$ cat src/rtl/mws_pkg.sv
package mws_pkg;

    typedef enum logic {
        SEL_DATA = 1'b0,
        SEL_MASK = 1'b1
    } mws_sel_e;

endpackage

$ cat src/rtl/mws_bit_timer.sv
module mws_bit_timer #(
    parameter int HALF_CYC = 4
) (
    input  logic clk_i,
    input  logic rst_ni,
    input  logic run_i,
    input  logic clear_i,
    output logic phase_hi_o,
    output logic bit_end_o
);
    localparam int PER_CYC = 2 * HALF_CYC;
    localparam int TW      = (PER_CYC > 1) ? $clog2(PER_CYC) : 1;

    logic [TW-1:0] count_d, count_q;

    assign bit_end_o  = run_i && (count_q == TW'(PER_CYC - 1));
    assign phase_hi_o = (count_q >= TW'(HALF_CYC));

    always_comb begin
        count_d = count_q;
        if (clear_i) begin
            count_d = '0;
        end else if (run_i) begin
            count_d = bit_end_o ? '0 : count_q + TW'(1);
        end
    end

    always_ff @(posedge clk_i) begin
        if (!rst_ni) count_q <= '0;
        else         count_q <= count_d;
    end
endmodule

$ cat src/rtl/mws_popcount.sv
module mws_popcount #(
    parameter int W = 16
) (
    input  logic [W-1:0]           vec_i,
    output logic [$clog2(W+1)-1:0] cnt_o
);
    localparam int CW = $clog2(W + 1);

    always_comb begin
        cnt_o = '0;
        for (int i = 0; i < W; i++) begin
            cnt_o = cnt_o + CW'(vec_i[i]);
        end
    end
endmodule

$ cat src/rtl/mws_cmd_shifter.sv
module mws_cmd_shifter
    import mws_pkg::*;
#(
    parameter int REG_W    = 16,
    parameter int HALF_CYC = 4
) (
    input  logic             clk_i,
    input  logic             rst_ni,
    input  logic             wr_en_i,
    input  logic             wr_sel_i,
    input  logic [REG_W-1:0] wr_val_i,
    output logic [REG_W-1:0] rd_data_o,
    output logic [REG_W-1:0] rd_mask_o,
    output logic             busy_o,
    output logic             sclk_o,
    output logic             sdo_o,
    output logic             cs_o
);
    localparam int MSB    = REG_W - 1;
    localparam int STEP_W = $clog2(REG_W);
    localparam int CNT_W  = $clog2(REG_W + 1);

    typedef struct packed {
        logic [REG_W-1:0]  data;
        logic [REG_W-1:0]  mask;
        logic              busy;
        logic [STEP_W-1:0] step;
        logic [CNT_W-1:0]  left;
        logic              seen;
    } shf_state_t;

    shf_state_t st_d, st_q;

    logic             phase_hi, bit_end;
    logic             accept, start;
    logic [CNT_W-1:0] mask_ones;
    logic             cur_live;

    assign accept = wr_en_i && !st_q.busy;
    assign start  = accept && (wr_sel_i == SEL_DATA);

    mws_bit_timer #(.HALF_CYC(HALF_CYC)) u_timer (
        .clk_i      (clk_i),
        .rst_ni     (rst_ni),
        .run_i      (st_q.busy),
        .clear_i    (start),
        .phase_hi_o (phase_hi),
        .bit_end_o  (bit_end)
    );

    mws_popcount #(.W(REG_W)) u_ones (
        .vec_i (st_q.mask),
        .cnt_o (mask_ones)
    );

    always_comb begin
        st_d = st_q;
        if (accept && (wr_sel_i == SEL_MASK)) begin
            st_d.mask = wr_val_i;
        end
        if (start) begin
            st_d.data = wr_val_i;
            st_d.busy = 1'b1;
            st_d.step = '0;
            st_d.left = mask_ones;
            st_d.seen = 1'b0;
        end
        if (st_q.busy && bit_end) begin
            st_d.data = {st_q.data[MSB-1:0], st_q.data[MSB]};
            st_d.mask = {st_q.mask[MSB-1:0], st_q.mask[MSB]};
            st_d.step = st_q.step + STEP_W'(1);
            if (st_q.mask[MSB]) begin
                st_d.left = st_q.left - CNT_W'(1);
                st_d.seen = 1'b1;
            end
            if (st_q.step == STEP_W'(REG_W - 1)) begin
                st_d.busy = 1'b0;
            end
        end
    end

    always_ff @(posedge clk_i) begin
        if (!rst_ni) st_q <= '0;
        else         st_q <= st_d;
    end

    assign cur_live  = st_q.busy && st_q.mask[MSB];
    assign rd_data_o = st_q.data;
    assign rd_mask_o = st_q.mask;
    assign busy_o    = st_q.busy;
    assign sclk_o    = cur_live && phase_hi;
    assign sdo_o     = cur_live && st_q.data[MSB];
    assign cs_o      = st_q.busy && (st_q.left != '0) && (st_q.seen || st_q.mask[MSB]);
endmodule

$ cat config.mk
export PLATFORM = sky130hd
export DESIGN_NAME = mws_cmd_shifter
export DESIGN_NICKNAME = d
export VERILOG_FILES = /design/src/rtl/mws_pkg.sv /design/src/rtl/mws_bit_timer.sv /design/src/rtl/mws_popcount.sv /design/src/rtl/mws_cmd_shifter.sv
export SDC_FILE = /design/constraint.sdc
export NUM_CORES = 1
export LEC_CHECK = 0
export ABC_AREA = 1
export ABC_CLOCK_PERIOD_IN_PS = 4800
export CAP_MARGIN = 10
export CORE_AREA = 5 5 84 86
export CTS_BUF_LIST = sky130_fd_sc_hd__clkbuf_8
export DETAILED_ROUTE_END_ITERATION = 10
export DIE_AREA = 0 0 89 91
export PLACE_DENSITY = 0.76
export RECOVER_POWER = 50
export SLEW_MARGIN = 30
export SYNTH_ARGS = -nofsm -noshare
export SYNTH_HDL_FRONTEND = slang
export SYNTH_HIERARCHICAL = 1
export SYNTH_SLANG_ARGS = --single-unit
$ cat constraint.sdc
create_clock -name clk_i -period 4.8 [get_ports clk_i]
set_input_delay 0.72 -clock clk_i [delete_from_list [all_inputs] [get_ports clk_i]]
set_output_delay 0.72 -clock clk_i [all_outputs]
set_load 0.005 [all_outputs]
==> results of run 1 <==
worst reg2reg max path: stages, from the launching register on:
cell and delay (ns):
dfxtp_1 0.38, inv_1 0.08, fa_1 0.56, fa_1 0.43, fa_1 0.53, fa_1 0.41
inv_1 0.07, ha_1 0.17, inv_1 0.06, fa_1 0.39, o22ai_1 0.15, inv_1 0.05
nor2_1 0.10, nor2_1 0.08, nor2_1 0.09
through the flow:
| stage | power [mW] | worst slack, ns | cell area, µm² | std cells | hold WS, ns |
|---|---|---|---|---|---|
| after floorplan | 0.563 | 1.35 | 3040 | 447 | 0.435 |
| after global placement | 0.613 | 1.25 | 3320 | 529 | 0.446 |
| after detailed placement | 0.619 | 1.20 | 3320 | 529 | 0.452 |
| after CTS | 0.908 | 1.18 | 3430 | 537 | 0.466 |
| after global routing | 0.945 | 0.886 | 3420 | 537 | 0.502 |
| final | 0.891 | 1.19 | 3420 | 537 | 0.466 |
layer usage:
metal / up-vias / global-route usage [%]
met3: 7 / 2.90
li1: 1382 / -
met5: - / 0
met1: 1250 / 26.5
met2: 77 / 27.0
met4: 0 / 4.47
area by class of cell:
class	count	area share (%)
Clock buffer	5	2.01
Clock inverter	3	1.21
Inverter	55	6.04
Multi-Input combinational cell	294	44.5
Sequential cell	46	26.9
Tap cell	77	2.82
Timing Repair Buffer	57	16.5
sequential cells by signal (all words and copies together), names as in the netlist:
name             cells
busy_o               1
rd_data_o           16
rd_mask_o           16
st_q                10
u_timer/count_q      3
path summary, 6_finish.rpt:
path                            endpoint  cells after the start
worst min-delay path             st_q[0]                      2
worst min register to register   st_q[0]                      2
worst max-delay path             st_q[5]                     14
worst max register to register   st_q[5]                     14
power by group:
group	leakage [nW]	internal [mW]	total, mW	switching, mW
Clock	0.0556	0.153	0.289	0.136
Combinational	1.13	0.0860	0.185	0.0991
Sequential	0.375	0.399	0.417	0.0178
Total	1.56	0.638	0.891	0.253
cell usage in the layout, fill, tap and decap left out, drive strengths merged:
| cell | synthesis | routed |
|---|---|---|
| a21oi | 42 | 42 |
| a31oi | 1 | 1 |
| buf | 48 | 2 |
| bufinv | 0 | 1 |
| clkbuf | 4 | 5 |
| clkdlybuf4s50 | 0 | 21 |
| clkinvlp | 0 | 1 |
| dfxtp | 46 | 46 |
| dlygate4sd3 | 0 | 34 |
| fa | 10 | 10 |
| ha | 11 | 11 |
| inv | 55 | 56 |
| nand2 | 147 | 147 |
| nand3 | 50 | 50 |
| nand4 | 4 | 4 |
| nor2 | 21 | 21 |
| nor3 | 1 | 1 |
| o21ai | 5 | 5 |
| o22ai | 1 | 1 |
| xnor2 | 1 | 1 |
cells by family after synthesis:
logic type / Yosys count / synth area share, %
fa+ha+maj: 21 / 11.1
xor+xnor: 1 / 0.288
simple gates: 223 / 30.9
compound gates: 49 / 8.14
flops: 46 / 30.3
buf+inv: 107 / 19.3
==> results.py, run 1 <==
metrics = {
    "clock_network": {
        "cts_max_level": 2,
        "postCtsSetupBuffers": 0,
        "clock-sinks": 46,
        "cts_buffer_depth": 2,
        "clk_pin_slew_worst_paths_ns": 0.09,
        "holdBufCountCts": 0,
        "post_cts_resized": 0,
        "cts_made_buffers": 5,
        "clk_latency_ns": 0.30,
        "cts-root-buf": "clkbuf_8",
        "cts_tree": "yes",
    },
    "sta": {
        "post-route-period-util_pct": 75.3,
        "relSlewSlack_pct": 23.3,
        "setup_viol": 0,
        "rsz0062_at_grt": "false",
        "fmax_ghz": 0.277,
        "finalHoldViolations": 0,
        "fin_crit_ns": 3.61,
        "tns_ns": 0,
        "drv_slew": 0,
        "finalClockSkew_ns": 0.0103,
        "worst_pin_slew_ns": 1.15,
    },
    "setup_path": {
        "cp_top_family": "adder cells",
        "worstPathRequired_ns": 5.04,
        "crit_chain": "inv_1 > fa_1 > fa_1 > fa_1 > fa_1 > inv_1 > ha_1 > inv_1 > fa_1 > o22ai_1 > inv_1 > nor2_1 > nor2_1 > nor2_1",
        "cp-start-kind": "flop",
        "r2r_start": "rd_mask_o[5]",
        "crit_arrival_ns": 3.86,
        "path_common_cell": "fa_1",
        "worst-setup-path-type": "flop to flop",
        "end_kind": "flop",
        "critPathMaxFanout": 4,
        "slowest_stage": "fa_1",
        "r2r_setup_slack_ns": 1.19,
        "worst_path_largest_cell_delay_ns": 0.56,
        "crit_buf_inv": 4,
        "critPathLaunch": "rd_mask_o[5]",
    },
    "synthesis": {
        "netlist_area_um2": 3040,
        "yosysMostFrequentCell": "nand2_1",
        "syn_nets": 488,
        "yosys.area.top_type_share_pct": 30.3,
        "ys.flop_type": "dfxtp_1",
        "synth_edf_count": 0,
        "syn_inst": 447,
        "yosys.area.top_type": "dfxtp_1",
        "ys_ff_latch": 46,
        "yosys_warnings": 6,
        "avgSynthCellArea_um2": 6.80,
        "ys_async_sr_fraction_pct": 0,
        "ys_seq_area_share_pct": 30.3,
        "ys_types": 23,
        "synthTopCellsByArea": "dfxtp_1 30%, nand2_1 18%, buf_4 9.4%",
        "ys_top_cells_by_count": "144 x nand2_1, 53 x inv_1, 48 x nand3_1",
    },
    "layout": {
        "multiInputGateArea_um2": 1520,
        "drive_gt1_share_pct": 3.04,
        "insertedDiodeCount": 0,
        "seqCellArea_um2": 921,
        "nNetsFinal": 500,
        "area_growth_pct": 12.4,
        "post-route-util_pct": 55.1,
        "n_fill_cell": 593,
    },
    "global_route": {
        "antenna_found_initial": 0,
        "grt_pass1_vias": 2436,
        "grt_max_degree": 57,
        "grt_pass1_wl_um": 11700,
        "grt_usage_pct": 17.8,
        "grt.overflow.total": 0,
    },
    "route": {
        "wl_met1_um": 3280,
        "viasPerCell": 5.06,
        "wire_per_inst_um": 13.1,
        "wl_met2_um": 3220,
        "ant_nets": 0,
        "wirelength_um": 7010,
        "top_layer": "met4",
        "dr.first_iter.drc_count": 197,
        "num_vias": 2716,
        "remaining_drc_errors": 0,
        "wl_met3_um": 421,
        "first_pass_iters": 5,
    },
    "power": {
        "p_leak_nw": 1.56,
        "powerDensity_nw_per_um2": 261,
        "ir_drop_mv": 0.160,
    },
    "flow_run": {
        "cap_violations": 0,
    },
    "floorplan": {
        "design.core.area_um2": 6200,
        "dieWidth_um": 89,
        "core.rowCount": 29,
        "die_area_um2": 8100,
        "start_util_pct": 49.0,
        "die_h_um": 91,
        "io_pins": 56,
    },
    "min_path": {
        "min_path_type": "flop to flop",
        "min_from": "st_q[0]",
    },
    "placement": {
        "io_buffer_count": 55,
        "gp_congestion": 0.812,
        "hpwl_um": 5090,
    },
    "status": {
        "status": "finished, final reports clean",
    },
}
Power figures use the tool's default switching activity.
==> run 2: changes to the inputs <==
- ABC_CLOCK_PERIOD_IN_PS: 4800 -> 3000
- CORE_AREA: 5 5 84 86 -> 5 5 85 87
- DIE_AREA: 0 0 89 91 -> 0 0 90 92
- PLACE_DENSITY: 0.76 -> 0.77
- clock period: 4.8 -> 3 ns (I/O delays scaled with it)
==> results.py, run 2 (synthesis gave the netlist of run 1 again) <==
metrics = {
    "placement": {
        "io_buffer_count": 55,
        "placedCellCount": 544,
        "hpwl_um": 5480,
        "gp_congestion": 0.883,
        "placed_cell_area_um2": 3440,
    },
    "setup_path": {
        "crit_arrival_ns": 3.68,
        "crit_chain": "inv_1 > fa_1 > fa_1 > fa_1 > fa_1 > inv_2 > ha_4 > inv_2 > fa_2 > inv_1 > nand4_1 > nand3_1 > nand2_1 > inv_1",
        "slowest_stage": "fa_1",
        "cp-start-kind": "flop",
        "worst_path_largest_cell_delay_ns": 0.56,
        "end_kind": "flop",
        "critPathMaxFanout": 2,
        "worst-setup-path-type": "flop to flop",
        "worstPathRequired_ns": 3.21,
        "r2r_cells": 14,
        "path_common_cell": "fa_1",
    },
    "sta": {
        "fmax_ghz": 0.288,
        "worst_pin_slew_ns": 0.566,
        "drv_slew": 0,
        "setup_viol": 4,
        "rsz0062_at_grt": "true",
        "post-route-period-util_pct": 116,
        "relSlewSlack_pct": 62.2,
        "tns_ns": -1.79,
        "fin_crit_ns": 3.47,
        "finalHoldViolations": 0,
        "finalClockSkew_ns": 0.00757,
        "final.setup.worst_slack_ns": -0.471,
    },
    "floorplan": {
        "dieWidth_um": 90,
        "io_pins": 56,
        "start_util_pct": 48.5,
        "die_area_um2": 8280,
        "die_h_um": 92,
        "core.rowCount": 29,
        "design.core.area_um2": 6280,
    },
    "power": {
        "clock_power_share_pct": 31.9,
        "powerDensity_nw_per_um2": 416,
        "p_seq_share_pct": 44.0,
        "switchingPower_uw": 442,
        "p_int_mw": 1.07,
        "comb_power_share_pct": 24.1,
        "p_leak_nw": 1.57,
        "swShare_pct": 29.3,
        "ir_drop_mv": 0.310,
    },
    "status": {
        "status": "finished, violations left",
        "failed_checks": "setup timing",
    },
    "layout": {
        "final_cell_mix": "143 x nand2_1, 55 x clkdlybuf4s50_1, 48 x inv_1",
        "fin_area_um2": 3620,
        "layout_commonest_cell": "nand2_1",
        "insertedDiodeCount": 0,
        "post-route-util_pct": 57.7,
        "area_growth_pct": 19.0,
        "n_fill_cell": 594,
        "drive_gt1_share_pct": 11.1,
        "nNetsFinal": 517,
        "final_cells": 554,
    },
    "global_route": {
        "grt_max_degree": 56,
        "grt_usage_pct": 18.4,
        "grt.overflow.total": 0,
        "grt_pass1_wl_um": 12600,
        "grt_pass1_vias": 2636,
        "antenna_found_initial": 0,
    },
    "flow_run": {
        "cap_violations": 0,
    },
    "clock_network": {
        "cts_buffer_depth": 2,
        "holdBufCountCts": 0,
        "clk_latency_ns": 0.31,
        "cts_made_buffers": 5,
        "cts_tree": "yes",
        "clock-sinks": 46,
        "clk_pin_slew_worst_paths_ns": 0.10,
        "cts_max_level": 2,
        "cts-root-buf": "clkbuf_8",
    },
    "route": {
        "num_vias": 2824,
        "dr.first_iter.drc_count": 125,
        "first_pass_iters": 4,
        "wirelength_um": 7570,
        "wire_per_inst_um": 13.7,
        "remaining_drc_errors": 0,
        "ant_nets": 0,
        "viasPerCell": 5.10,
    },
    "min_path": {
        "min_path_type": "flop to flop",
        "hold_depth": 2,
    },
}
## run 2: changes by cell type in the layout (fill, tap and decap cells not counted), sizes merged
cell,delta
buf,+17
clkdlybuf4s50,+34
clkinv,+1
clkinvlp,-1
dlygate4sd3,-34
## run 2: per-layer routing
layer,vias to the layer above,track usage [%],routed length [µm]
met2,87,31.5,3830
met5,-,0,0
met3,7,4.50,453
met1,1313,23.3,3210
li1,1417,-,-
met4,0,4.47,76
## run 2: final cells by class
cell class	count	area, µm²	area share, %
tap	77	96.3	2.66
sequential	46	928	25.6
clock inverter	3	43.8	1.21
inverter	55	206	5.70
multi-input combinational	294	1580	43.5
timing repair buffer	74	701	19.4
clock buffer	5	68.8	1.90
## run 2: worst max-delay path: cells and delay by family (launching register included)
family	cells	cell delay (ns)
buffers and inverters	5	0.22
adders and majority gates	6	2.61
and+or+nand+nor	3	0.21
DFF	1	0.33
## run 2: metrics by stage
stage | setup WS, ns | hold WS [ns] | power [mW]
6_report | -0.471 | 0.484 | 1.51
5_1_grt | -0.601 | 0.510 | 1.59
4_1_cts | -0.449 | 0.485 | 1.51
3_5_place_dp | -0.502 | 0.472 | 1.01
3_3_place_gp | -0.429 | 0.449 | 0.997
2_1_floorplan | -0.421 | 0.435 | 0.903
## run 2: path summary, 6_finish.rpt
check                    start  slack [ns]       to
setup / recovery  rd_mask_o[0]       -0.47  st_q[2]
hold / removal         st_q[0]        0.48  st_q[0]
setup reg to reg  rd_mask_o[0]       -0.47  st_q[2]
hold reg to reg        st_q[0]        0.48  st_q[0]
## run 2: power by group through the flow
stage / clock (mW) / sequential (mW) / combinational (mW)
floorplan: 0 / 0.673 / 0.230
global placement: 0 / 0.676 / 0.321
detailed placement: 0 / 0.677 / 0.336
CTS: 0.485 / 0.664 / 0.357
global route: 0.518 / 0.668 / 0.400
finish: 0.481 / 0.664 / 0.363
## run 2: repair_timing
item | CTS | global route
resized for setup | 10 | 4
hold endpoints to repair | 0 | 0
pin swaps | 14 | 1
setup endpoints to repair | 5 | 5
setup buffers | 3 | 0
==> run 3: changes to the inputs <==
- SLEW_MARGIN: 30 -> 20
==> results of run 3 <==
Same layout as run 2: the final DEF is identical, and so are final timing and power.
